==> src/rtl/zrg_pkg.sv <==
package zrg_pkg;
   // Reason the output stage is currently held at bipolar zero
   typedef enum logic [1:0] {
      CAUSE_NONE    = 2'd0,
      CAUSE_RESET   = 2'd1,
      CAUSE_DISABLE = 2'd2,
      CAUSE_ZERORUN = 2'd3
   } zrg_cause_e;

   function automatic int unsigned zrg_cnt_width(input int unsigned limit);
      return $clog2(limit + 1);
   endfunction
endpackage

==> src/rtl/zrg_word_mon.sv <==
// Tracks the current sample word and reports whether it is zero.
module zrg_word_mon #(
   parameter int unsigned W       = 24,
   parameter int unsigned GROUP_W = 8
) (
   input  logic         bit_clk,
   input  logic         rst_n,
   input  logic [W-1:0] sample_in,
   input  logic         sample_vld,
   output logic         word_zero,
   output logic         live_nonzero
);
   localparam int unsigned NGRP  = (W + GROUP_W - 1) / GROUP_W;
   localparam int unsigned PAD_W = NGRP * GROUP_W;

   logic [PAD_W-1:0] padded;
   logic [NGRP-1:0]  grp_any;
   logic             in_nonzero;
   logic             held_zero_q;

   assign padded = PAD_W'(sample_in);

   // Grouped OR reduction keeps the depth to two balanced levels
   for (genvar g = 0; g < NGRP; g++) begin : g_grp
      assign grp_any[g] = |padded[g*GROUP_W +: GROUP_W];
   end

   assign in_nonzero   = |grp_any;
   assign live_nonzero = sample_vld & in_nonzero;
   assign word_zero    = sample_vld ? ~in_nonzero : held_zero_q;

   always_ff @(posedge bit_clk or negedge rst_n) begin
      if (!rst_n) begin
         held_zero_q <= 1'b1;
      end else if (sample_vld) begin
         held_zero_q <= ~in_nonzero;
      end
   end
endmodule

==> src/rtl/zrg_run_cnt.sv <==
// Saturating count of consecutive bit-clock edges with a zero word.
module zrg_run_cnt
   import zrg_pkg::*;
#(
   parameter int unsigned THRESH = 65536
) (
   input  logic bit_clk,
   input  logic rst_n,
   input  logic word_zero,
   output logic run_hit
);
   localparam int unsigned CNT_W = zrg_cnt_width(THRESH);
   localparam logic [CNT_W-1:0] LIMIT = CNT_W'(THRESH);
   localparam bit POW2 = ((THRESH & (THRESH - 1)) == 0);

   logic [CNT_W-1:0] cnt_q;
   logic             at_limit;

   if (POW2) begin : g_msb_hit
      // Count never passes the limit, so its top bit alone marks it
      assign at_limit = cnt_q[CNT_W-1];
   end else begin : g_cmp_hit
      assign at_limit = (cnt_q == LIMIT);
   end

   always_ff @(posedge bit_clk or negedge rst_n) begin
      if (!rst_n) begin
         cnt_q <= '0;
      end else if (!word_zero) begin
         cnt_q <= '0;
      end else if (!at_limit) begin
         cnt_q <= cnt_q + 1'b1;
      end
   end

   assign run_hit = at_limit;
endmodule

==> src/rtl/zrg_force_arb.sv <==
// Priority between reset, output disable and zero-run forcing.
module zrg_force_arb
   import zrg_pkg::*;
#(
   parameter int unsigned W = 24
) (
   input  logic         rst_n,
   input  logic         out_disable,
   input  logic         zero_det_en,
   input  logic         run_hit,
   input  logic         live_nonzero,
   input  logic [W-1:0] sample_in,
   output logic         force_zero,
   output logic [W-1:0] sample_out
);
   zrg_cause_e cause;

   always_comb begin
      if (!rst_n) begin
         cause = CAUSE_RESET;
      end else if (out_disable) begin
         cause = CAUSE_DISABLE;
      end else if (zero_det_en && run_hit && !live_nonzero) begin
         cause = CAUSE_ZERORUN;
      end else begin
         cause = CAUSE_NONE;
      end
   end

   assign force_zero = (cause != CAUSE_NONE);

   for (genvar b = 0; b < W; b++) begin : g_mux
      assign sample_out[b] = sample_in[b] & ~force_zero;
   end
endmodule

==> src/rtl/zero_run_guard.sv <==
module zero_run_guard #(
   parameter int unsigned W       = 24,
   parameter int unsigned THRESH  = 65536,
   parameter int unsigned GROUP_W = 8
) (
   input  logic         bit_clk,
   input  logic         rst_n,
   input  logic [W-1:0] sample_in,
   input  logic         sample_vld,
   input  logic         zero_det_en,
   input  logic         out_disable,
   output logic         force_zero,
   output logic [W-1:0] sample_out
);
   if (W < 1) begin : g_bad_w
      $error("zero_run_guard: W must be at least 1");
   end
   if (THRESH < 2) begin : g_bad_thresh
      $error("zero_run_guard: THRESH must be at least 2");
   end
   if (GROUP_W < 1 || GROUP_W > W) begin : g_bad_grp
      $error("zero_run_guard: GROUP_W must lie in 1..W");
   end

   logic word_zero;
   logic live_nonzero;
   logic run_hit;

   zrg_word_mon #(.W(W), .GROUP_W(GROUP_W)) u_mon (
      .bit_clk      (bit_clk),
      .rst_n        (rst_n),
      .sample_in    (sample_in),
      .sample_vld   (sample_vld),
      .word_zero    (word_zero),
      .live_nonzero (live_nonzero)
   );

   zrg_run_cnt #(.THRESH(THRESH)) u_cnt (
      .bit_clk   (bit_clk),
      .rst_n     (rst_n),
      .word_zero (word_zero),
      .run_hit   (run_hit)
   );

   zrg_force_arb #(.W(W)) u_arb (
      .rst_n        (rst_n),
      .out_disable  (out_disable),
      .zero_det_en  (zero_det_en),
      .run_hit      (run_hit),
      .live_nonzero (live_nonzero),
      .sample_in    (sample_in),
      .force_zero   (force_zero),
      .sample_out   (sample_out)
   );
endmodule

==> config.mk <==
export PLATFORM = sky130hd
export DESIGN_NAME = zero_run_guard
export DESIGN_NICKNAME = d
export VERILOG_FILES = /design/src/rtl/zrg_pkg.sv /design/src/rtl/zrg_word_mon.sv /design/src/rtl/zrg_run_cnt.sv /design/src/rtl/zrg_force_arb.sv /design/src/rtl/zero_run_guard.sv
export SDC_FILE = /design/constraint.sdc
export NUM_CORES = 1
export LEC_CHECK = 0
export ABC_AREA = 1
export BUFFER_PORTS_ARGS = -buffer_cell sky130_fd_sc_hd__buf_2
export CORE_UTILIZATION = 50
export CTS_BUF_LIST = sky130_fd_sc_hd__clkbuf_4
export DETAILED_ROUTE_END_ITERATION = 10
export PLACE_DENSITY = 0.8
export SLEW_MARGIN = 5
export SYNTH_ARGS = -nofsm -noshare
export SYNTH_HDL_FRONTEND = slang
export SYNTH_SLANG_ARGS = --single-unit
==> constraint.sdc <==
create_clock -name bit_clk -period 1.6 [get_ports bit_clk]
set_input_delay 0.08 -clock bit_clk [delete_from_list [all_inputs] [get_ports bit_clk]]
set_output_delay 0.08 -clock bit_clk [all_outputs]
set_load 0.02 [all_outputs]
==> results of run 1 <==
-- cells in the mapped netlist (all sizes together) --
library cell,n
ha,1
dfstp,1
xor2,2
nand2,44
o21ai,5
nor2,64
o21bai,1
dfrtp,17
or2,1
nand4,5
inv,47
buf,5
a21o,1
nand3b,1
a21boi,1
nor3,6
nand3,14
a21oi,3
-- flip-flops by register name (all words and copies together) (netlist names) --
name	cells
u_cnt.cnt_q	17
u_mon.held_zero_q	1
-- worst max-delay path: stages --
cell           delay, ns
dlygate4sd3_1       0.52
buf_2               0.13
inv_1               0.05
nor2_2              0.18
nand2_8             0.15
nor2_1              0.11
buf_2               0.17
-- layer usage --
| metal | track usage | share of wire | vias to the layer above |
|---|---|---|---|
| li1 | - | - | 765 |
| met3 | 0.06111 | 0.040 | 7 |
| met4 | 0.06410 | 0.013 | 0 |
| met1 | 0.3028 | 0.46 | 618 |
| met5 | 0 | 0 | - |
| met2 | 0.3659 | 0.48 | 21 |
-- report_power, final --
part	internal [mW]	switching [mW]	leakage, nW
registers	0.462	0.00429	0.245
clock network	0.0910	0.141	0.0154
logic	0.0714	0.117	0.719
-- cell families after synthesis --
group | share of synthesized area
xor gates and xnor gates | 0.01285
and+or+nand+nor | 0.4284
DFF | 0.3312
adders and majority gates | 0.009173
AOI/OAI and AO/OA | 0.04863
buffers and inverters | 0.1697
-- worst min-delay path by stage --
stage	start	to	slack, ns	depth (start not counted)
after global routing	sample_in[6]	u_mon.held_zero_q	0.23	6
after global placement	rst_n	u_cnt.cnt_q[4]	0.11	2
after detailed placement	rst_n	u_cnt.cnt_q[8]	0.10	2
final	sample_in[6]	u_mon.held_zero_q	0.19	6
after CTS	sample_in[6]	u_mon.held_zero_q	0.18	6
after floorplan	rst_n	u_cnt.cnt_q[0]	-0.22	0
-- layout make-up --
class,count,area [µm²],area share
Clock buffer,3,22.52,0.01326
Clock inverter,1,3.754,0.002211
Sequential cell,18,452.9,0.2668
Inverter,47,181.4,0.1069
Multi-Input combinational cell,149,691.9,0.4075
Timing Repair Buffer,58,307.8,0.1813
Tap cell,30,37.54,0.02211
-- timing repair --
item	CTS	global route
hold buffers	2	0
pin swaps	0	1
endpoints found under the setup margin	25	25
buffers inserted	0	2
resized for setup	1	2
endpoints found under the hold margin	18	0
==> implementation parameters, run 1 <==
Parameter                              Value

Run status
  Status ... finished, final reports clean

Routing
  Count of unresolved DRC violations after routing ... 0
  Number of iterations in the first detailed-routing pass ... 4
  Number of violations reported at the end of detailed-routing iteration 0 ... 38
  Vias per inst ... 4.611
  Routed wire per std cell ... 10.14 µm
  Vias after detailed routing ... 1411
  Drt total wl ... 3.104 mm
  Remaining number of nets flagged by the antenna check after routing ... 0

Die
  Initial Util ... 0.5407
  Die Footprint ... 2940 µm²
  Area of the core ... 2522 µm²
  IO Count ... 54
  Standard-cell row count ... 18
  Horiz. Die Dim ... 54.23 µm
  Die Y ... 54.23 µm

Global route
  Antenna violations before repair ... 0
  Wire length of the first global-routing pass ... 4.774 mm
  Pin count of the biggest net entering global routing ... 26
  Number of global-route vias before repair ... 1127
  GRT overflow ... 0
  Overall fraction of global-route tracks in use ... 0.2290

STA
  Clock Skew ... 0.005569 ns
  Accumulated negative setup slack ... 0 ns
  Max frequency ... 0.6741 GHz
  Final setup vio count ... 0
  RSZ-0062 raised after global routing ... false
  Worst setup margin ... 0.1165 ns
  Max-slew headroom ... 0.7432
  Share of the clock period used by the worst path ... 0.9272
  Hold Worst Slack ... 0.1882 ns
  Final hold violations ... 0
  Min cycle time layout ... 1.483 ns
  Slew Viols, Final ... 0
  Transition time at the pin with the least slew margin ... 0.3822 ns

Layout
  # diodes ... 0
  Filler cell count in the final layout ... 234
  Non-filler instance count after layout ... 306
  Nets ... 307
  Ratio of cells with drive above 1 in the final layout ... 0.2681
  Area Growth Syn to Fin ... 24.50%
  Final standard cell area without fillers ... 1698 µm²
  Most common cell after layout, fill and taps aside ... nor2_1
  Most used cells in the layout excluding fill and tap cells ... nor2_1, buf_2, inv_1
  Final core utilization ... 0.6731

Setup path
  Register-to-register setup slack ... 0.13 ns
  Endpoint of the most critical register-to-register path ... u_cnt.cnt_q[15]
  Cells on worst reg2reg path ... 6
  Kind of launch point of the worst setup path ... primary input
  Class of the most critical setup path ... primary input to output pin
  Critical-path maximum fanout ... 25
  Required time of the critical path ... 1.52 ns
  Arrival time at the worst endpoint ... 1.40 ns
  Worst setup path end ... sample_out[4]
  R2r startpoint ... u_cnt.cnt_q[16]
  Critical Path End Type ... output pin
  Launching instance or port of the critical path ... rst_n

Placed design
  Final Wtd Congestion ... 0.8452
  HPWL after detailed placement ... 2.419 mm
  Post-Place Cell Area ... 1624 µm²
  Input/output buffers ... 53
  Placed Cells incl. Taps ... 298
  Pre-CTS worst setup slack ... 0.2289 ns

Power
  Worst supply voltage drop on vdd ... 0.4840 mV
  Leakage dissipation ... 0.9790 nW
  Pwr per Cell Area ... 522.0 nW/µm²
  Final total power ... 0.8863 mW

Synthesis
  Fraction of post-synthesis cell area in the top cell type by area ... 0.3119
  Syn nets ... 249
  Post-Synthesis Cells ... 219
  Share of the yosys chip area belonging to registers ... 0.3312
  Yosys reg bits ... 18
  Cells taking the most area after synthesis ... dfrtp_1, nor2_1, inv_1, nand2_1, nand3_1
  Synth area leader ... dfrtp_1
  Count of cell types in the netlist ... 27
  Ys Warns ... 0
  Netlist area before placement ... 1364 µm²
  Synthesized area divided by synthesized cell count ... 6.227 µm²

Clock network
  Total clock buffers created by CTS ... 3
  Later-pin clock latency in the skew report ... 0.30 ns
  Number of buffers on the longest clock path ... 2
  CTS tree ... yes
  Clk sink count ... 18
  Clock slew at the register clock pins of the worst setup and hold paths ... 0.10 ns
  Clock root cell ... clkbuf_4
  Level count of the clock H-tree ... 1

Hold path
  Class of the most critical hold timing path ... primary input to flip-flop

Flow run
  Total of max-cap violations ... 0
Note: power is estimated with default switching activity, not from simulation.
==> run 2: changes to the inputs <==
--- a/config.mk
+++ b/config.mk
@@ -11,6 +11,7 @@
 export CTS_BUF_LIST = sky130_fd_sc_hd__clkbuf_4
 export DETAILED_ROUTE_END_ITERATION = 10
 export PLACE_DENSITY = 0.8
+export RECOVER_POWER = 25
 export SLEW_MARGIN = 5
 export SYNTH_ARGS = -nofsm -noshare
 export SYNTH_HDL_FRONTEND = slang
==> run 2 against run 1 <==
  * Sequential share of layout area is 0.059 points higher
  * Sequential power hardly changed
  * Routed wire length is essentially flat
  * Total power about the same
  * Final area shrank 0.22%
  * Register-to-register slack barely moved
  * Clock skew hardly changed
  * Flip-flop and latch count unchanged
  * Critical path type unchanged
  * Largest power group unchanged
  * Highest routed layer unchanged
==> implementation parameters, run 2 (synthesized netlist as in run 1, its figures left out) <==
Parameter                              Value

STA
  Transition time at the pin with the least slew margin ... 0.9619 ns (was 0.3822 ns)
  Max-slew headroom ... 0.3588 (was 0.7432)
  Clock Skew ... 0.005172 ns (was 0.005569 ns)
  Hold Worst Slack ... 0.1882 ns (about the same)
  Final setup vio count ... 0 (unchanged)
  Min cycle time layout ... 1.482 ns (was 1.483 ns)
  Share of the clock period used by the worst path ... 0.9264 (was 0.9272)
  Accumulated negative setup slack ... 0 ns (unchanged)
  Final hold violations ... 0 (unchanged)
  Max frequency ... 0.6746 GHz (was 0.6741 GHz)
  RSZ-0062 raised after global routing ... false (unchanged)
  Slew Viols, Final ... 0 (unchanged)

Setup path
  Kind of launch point of the worst setup path ... primary input (unchanged)
  Levels on crit path ... 7 (unchanged)
  R2r startpoint ... u_cnt.cnt_q[16] (unchanged)
  Required time of the critical path ... 1.52 ns (about the same)
  Launching instance or port of the critical path ... rst_n (unchanged)
  Register-to-register setup slack ... 0.13 ns (about the same)
  Endpoint of the most critical register-to-register path ... u_cnt.cnt_q[15] (unchanged)
  Arrival time at the worst endpoint ... 1.40 ns (about the same)
  Slowest cell on the critical path ... dlygate4sd3_1 (unchanged)
  CP most frequent cell ... buf_2 (unchanged)
  Cells on worst reg2reg path ... 6 (unchanged)
  Worst Path Buf+Inv ... 4 (unchanged)
  Worst setup path end ... sample_out[4] (unchanged)
  CP Cell Sequence ... dlygate4sd3_1, buf_2, inv_1, nor2_2, nand2_8, nor2_1, buf_2 (unchanged)
  Delay of the slowest cell on the worst path ... 0.52 ns (about the same)
  Critical-path maximum fanout ... 25 (unchanged)
  Critical Path End Type ... output pin (unchanged)
  Class of the most critical setup path ... primary input to output pin (unchanged)
  Family of cells with the greatest summed delay on the critical path ... buffers and inverters (unchanged)

Clock network
  Total clock buffers created by CTS ... 3 (unchanged)
  CTS tree ... yes (unchanged)
  Level count of the clock H-tree ... 1 (unchanged)
  Clock root cell ... clkbuf_4 (unchanged)
  Number of buffers on the longest clock path ... 2 (unchanged)
  Clk sink count ... 18 (unchanged)
  Later-pin clock latency in the skew report ... 0.30 ns (about the same)
  Clock slew at the register clock pins of the worst setup and hold paths ... 0.10 ns (about the same)

Global route
  Number of global-route vias before repair ... 1127 (unchanged)
  Wire length of the first global-routing pass ... 4.774 mm (unchanged)
  Antenna violations before repair ... 0 (unchanged)
  Pin count of the biggest net entering global routing ... 26 (unchanged)
  Overall fraction of global-route tracks in use ... 0.2290 (unchanged)
  GRT overflow ... 0 (unchanged)

Layout
  Most common cell after layout, fill and taps aside ... nor2_1 (unchanged)
  Most used cells in the layout excluding fill and tap cells ... nor2_1, buf_2, inv_1 (unchanged)
  # diodes ... 0 (unchanged)
  Filler cell count in the final layout ... 234 (unchanged)
  Largest registers ... u_cnt.cnt_q (17), u_mon.held_zero_q (1) (unchanged)
  Flip-flop count of the largest register after layout ... 17 (unchanged)
  Area of all sequential standard cells ... 452.9 µm² (unchanged)
  Register with the most flip-flops ... u_cnt.cnt_q (unchanged)
  Ratio of cells with drive above 1 in the final layout ... 0.2645 (was 0.2681)
  Non-filler instance count after layout ... 306 (unchanged)
  Area of the multi-input gates ... 691.9 µm² (unchanged)
  Nets ... 307 (unchanged)
  Area Growth Syn to Fin ... 24.22% (was 24.50%)

Die
  Area of the core ... 2522 µm² (unchanged)
  Initial Util ... 0.5407 (unchanged)
  Die Y ... 54.23 µm (unchanged)
  Die Footprint ... 2940 µm² (unchanged)
  Standard-cell row count ... 18 (unchanged)
  IO Count ... 54 (unchanged)
  Horiz. Die Dim ... 54.23 µm (unchanged)

Flow run
  Total of max-cap violations ... 0 (unchanged)

Routing
  Number of iterations in the first detailed-routing pass ... 4 (unchanged)
  Routed wire per std cell ... 10.15 µm (was 10.14 µm)
  Drt total wl ... 3.107 mm (was 3.104 mm)
  Remaining number of nets flagged by the antenna check after routing ... 0 (unchanged)
  Vias per inst ... 4.624 (was 4.611)
  Number of violations reported at the end of detailed-routing iteration 0 ... 37 (was 38)
  Vias after detailed routing ... 1415 (was 1411)
  Count of unresolved DRC violations after routing ... 0 (unchanged)

Placed design
  Input/output buffers ... 53 (unchanged)
  HPWL after detailed placement ... 2.419 mm (unchanged)
  Placed Cells incl. Taps ... 298 (unchanged)
  Final Wtd Congestion ... 0.8452 (unchanged)

Run status
  Status ... finished, final reports clean (unchanged)

Power
  Pwr per Cell Area ... 522.7 nW/µm² (was 522.0 nW/µm²)
  Worst supply voltage drop on vdd ... 0.4843 mV (was 0.4840 mV)
  Leakage dissipation ... 0.9754 nW (was 0.9790 nW)
  Final total power ... 0.8855 mW (was 0.8863 mW)

Hold path
  Class of the most critical hold timing path ... primary input to flip-flop (unchanged)
-- run 2: cell count changes in the layout (fill, tap and decap cells not counted) --
| cell | previous run | this run |
|---|---|---|
| clkbuf_1 | 0 | 1 |
| buf_4 | 3 | 2 |
-- run 2: metrics by stage --
| stage | instance area, µm² | setup slack (ns) | util |
|---|---|---|---|
| detailed placement | 1624 | 0.2289 | 0.6438 |
| global placement | 1624 | 0.2539 | 0.6438 |
| CTS | 1672 | 0.04933 | 0.6627 |
| finish | 1694 | 0.1177 | 0.6716 |
| floorplan | 1364 | 0.3609 | - |
| global route | 1694 | 0.001077 | 0.6716 |
-- run 2: worst min path at each step --
stage,cells after the start,start,endpoint,slack (ns)
2_1_floorplan,0,rst_n,u_cnt.cnt_q[0],-0.22
3_3_place_gp,2,rst_n,u_cnt.cnt_q[4],0.11
4_1_cts,6,sample_in[6],u_mon.held_zero_q,0.18
3_5_place_dp,2,rst_n,u_cnt.cnt_q[8],0.10
6_report,6,sample_in[6],u_mon.held_zero_q,0.19
5_1_grt,6,sample_in[6],u_mon.held_zero_q,0.23
-- run 2: worst min-delay path: stages --
cell,delay [ns]
buf_2,0.08
nor2_1,0.03
nand2_1,0.04
nor2_1,0.04
nand3_1,0.09
a21boi_0,0.12
-- run 2: layer usage --
metal  wire [µm]  GRT usage  vias to the layer above
li1            -          -                      766
met1        1437     0.3028                      619
met2        1502     0.3659                       23
met3         126    0.06111                        7
met4          41    0.06410                        0
met5           0          0                        -
-- run 2: power by group --
group          leakage, nW  internal, mW  switching [mW]
logic                0.715        0.0703           0.117
clock network       0.0154        0.0910           0.141
registers            0.245         0.462         0.00429
-- run 2: repair_timing --
| item | CTS | global route |
|---|---|---|
| setup endpoints to repair | 25 | 25 |
| pin swaps | 0 | 1 |
| resized for setup | 1 | 2 |
| hold endpoints to repair | 18 | 0 |
| hold buffers | 2 | 0 |
| setup buffers | 0 | 2 |
-- run 2: layout make-up --
cell class	instances	area share
Clock buffer	3	0.01329
Clock inverter	1	0.002216
Inverter	47	0.1071
Multi-Input combinational cell	149	0.4084
Sequential cell	18	0.2674
Tap cell	30	0.02216
Timing Repair Buffer	58	0.1795
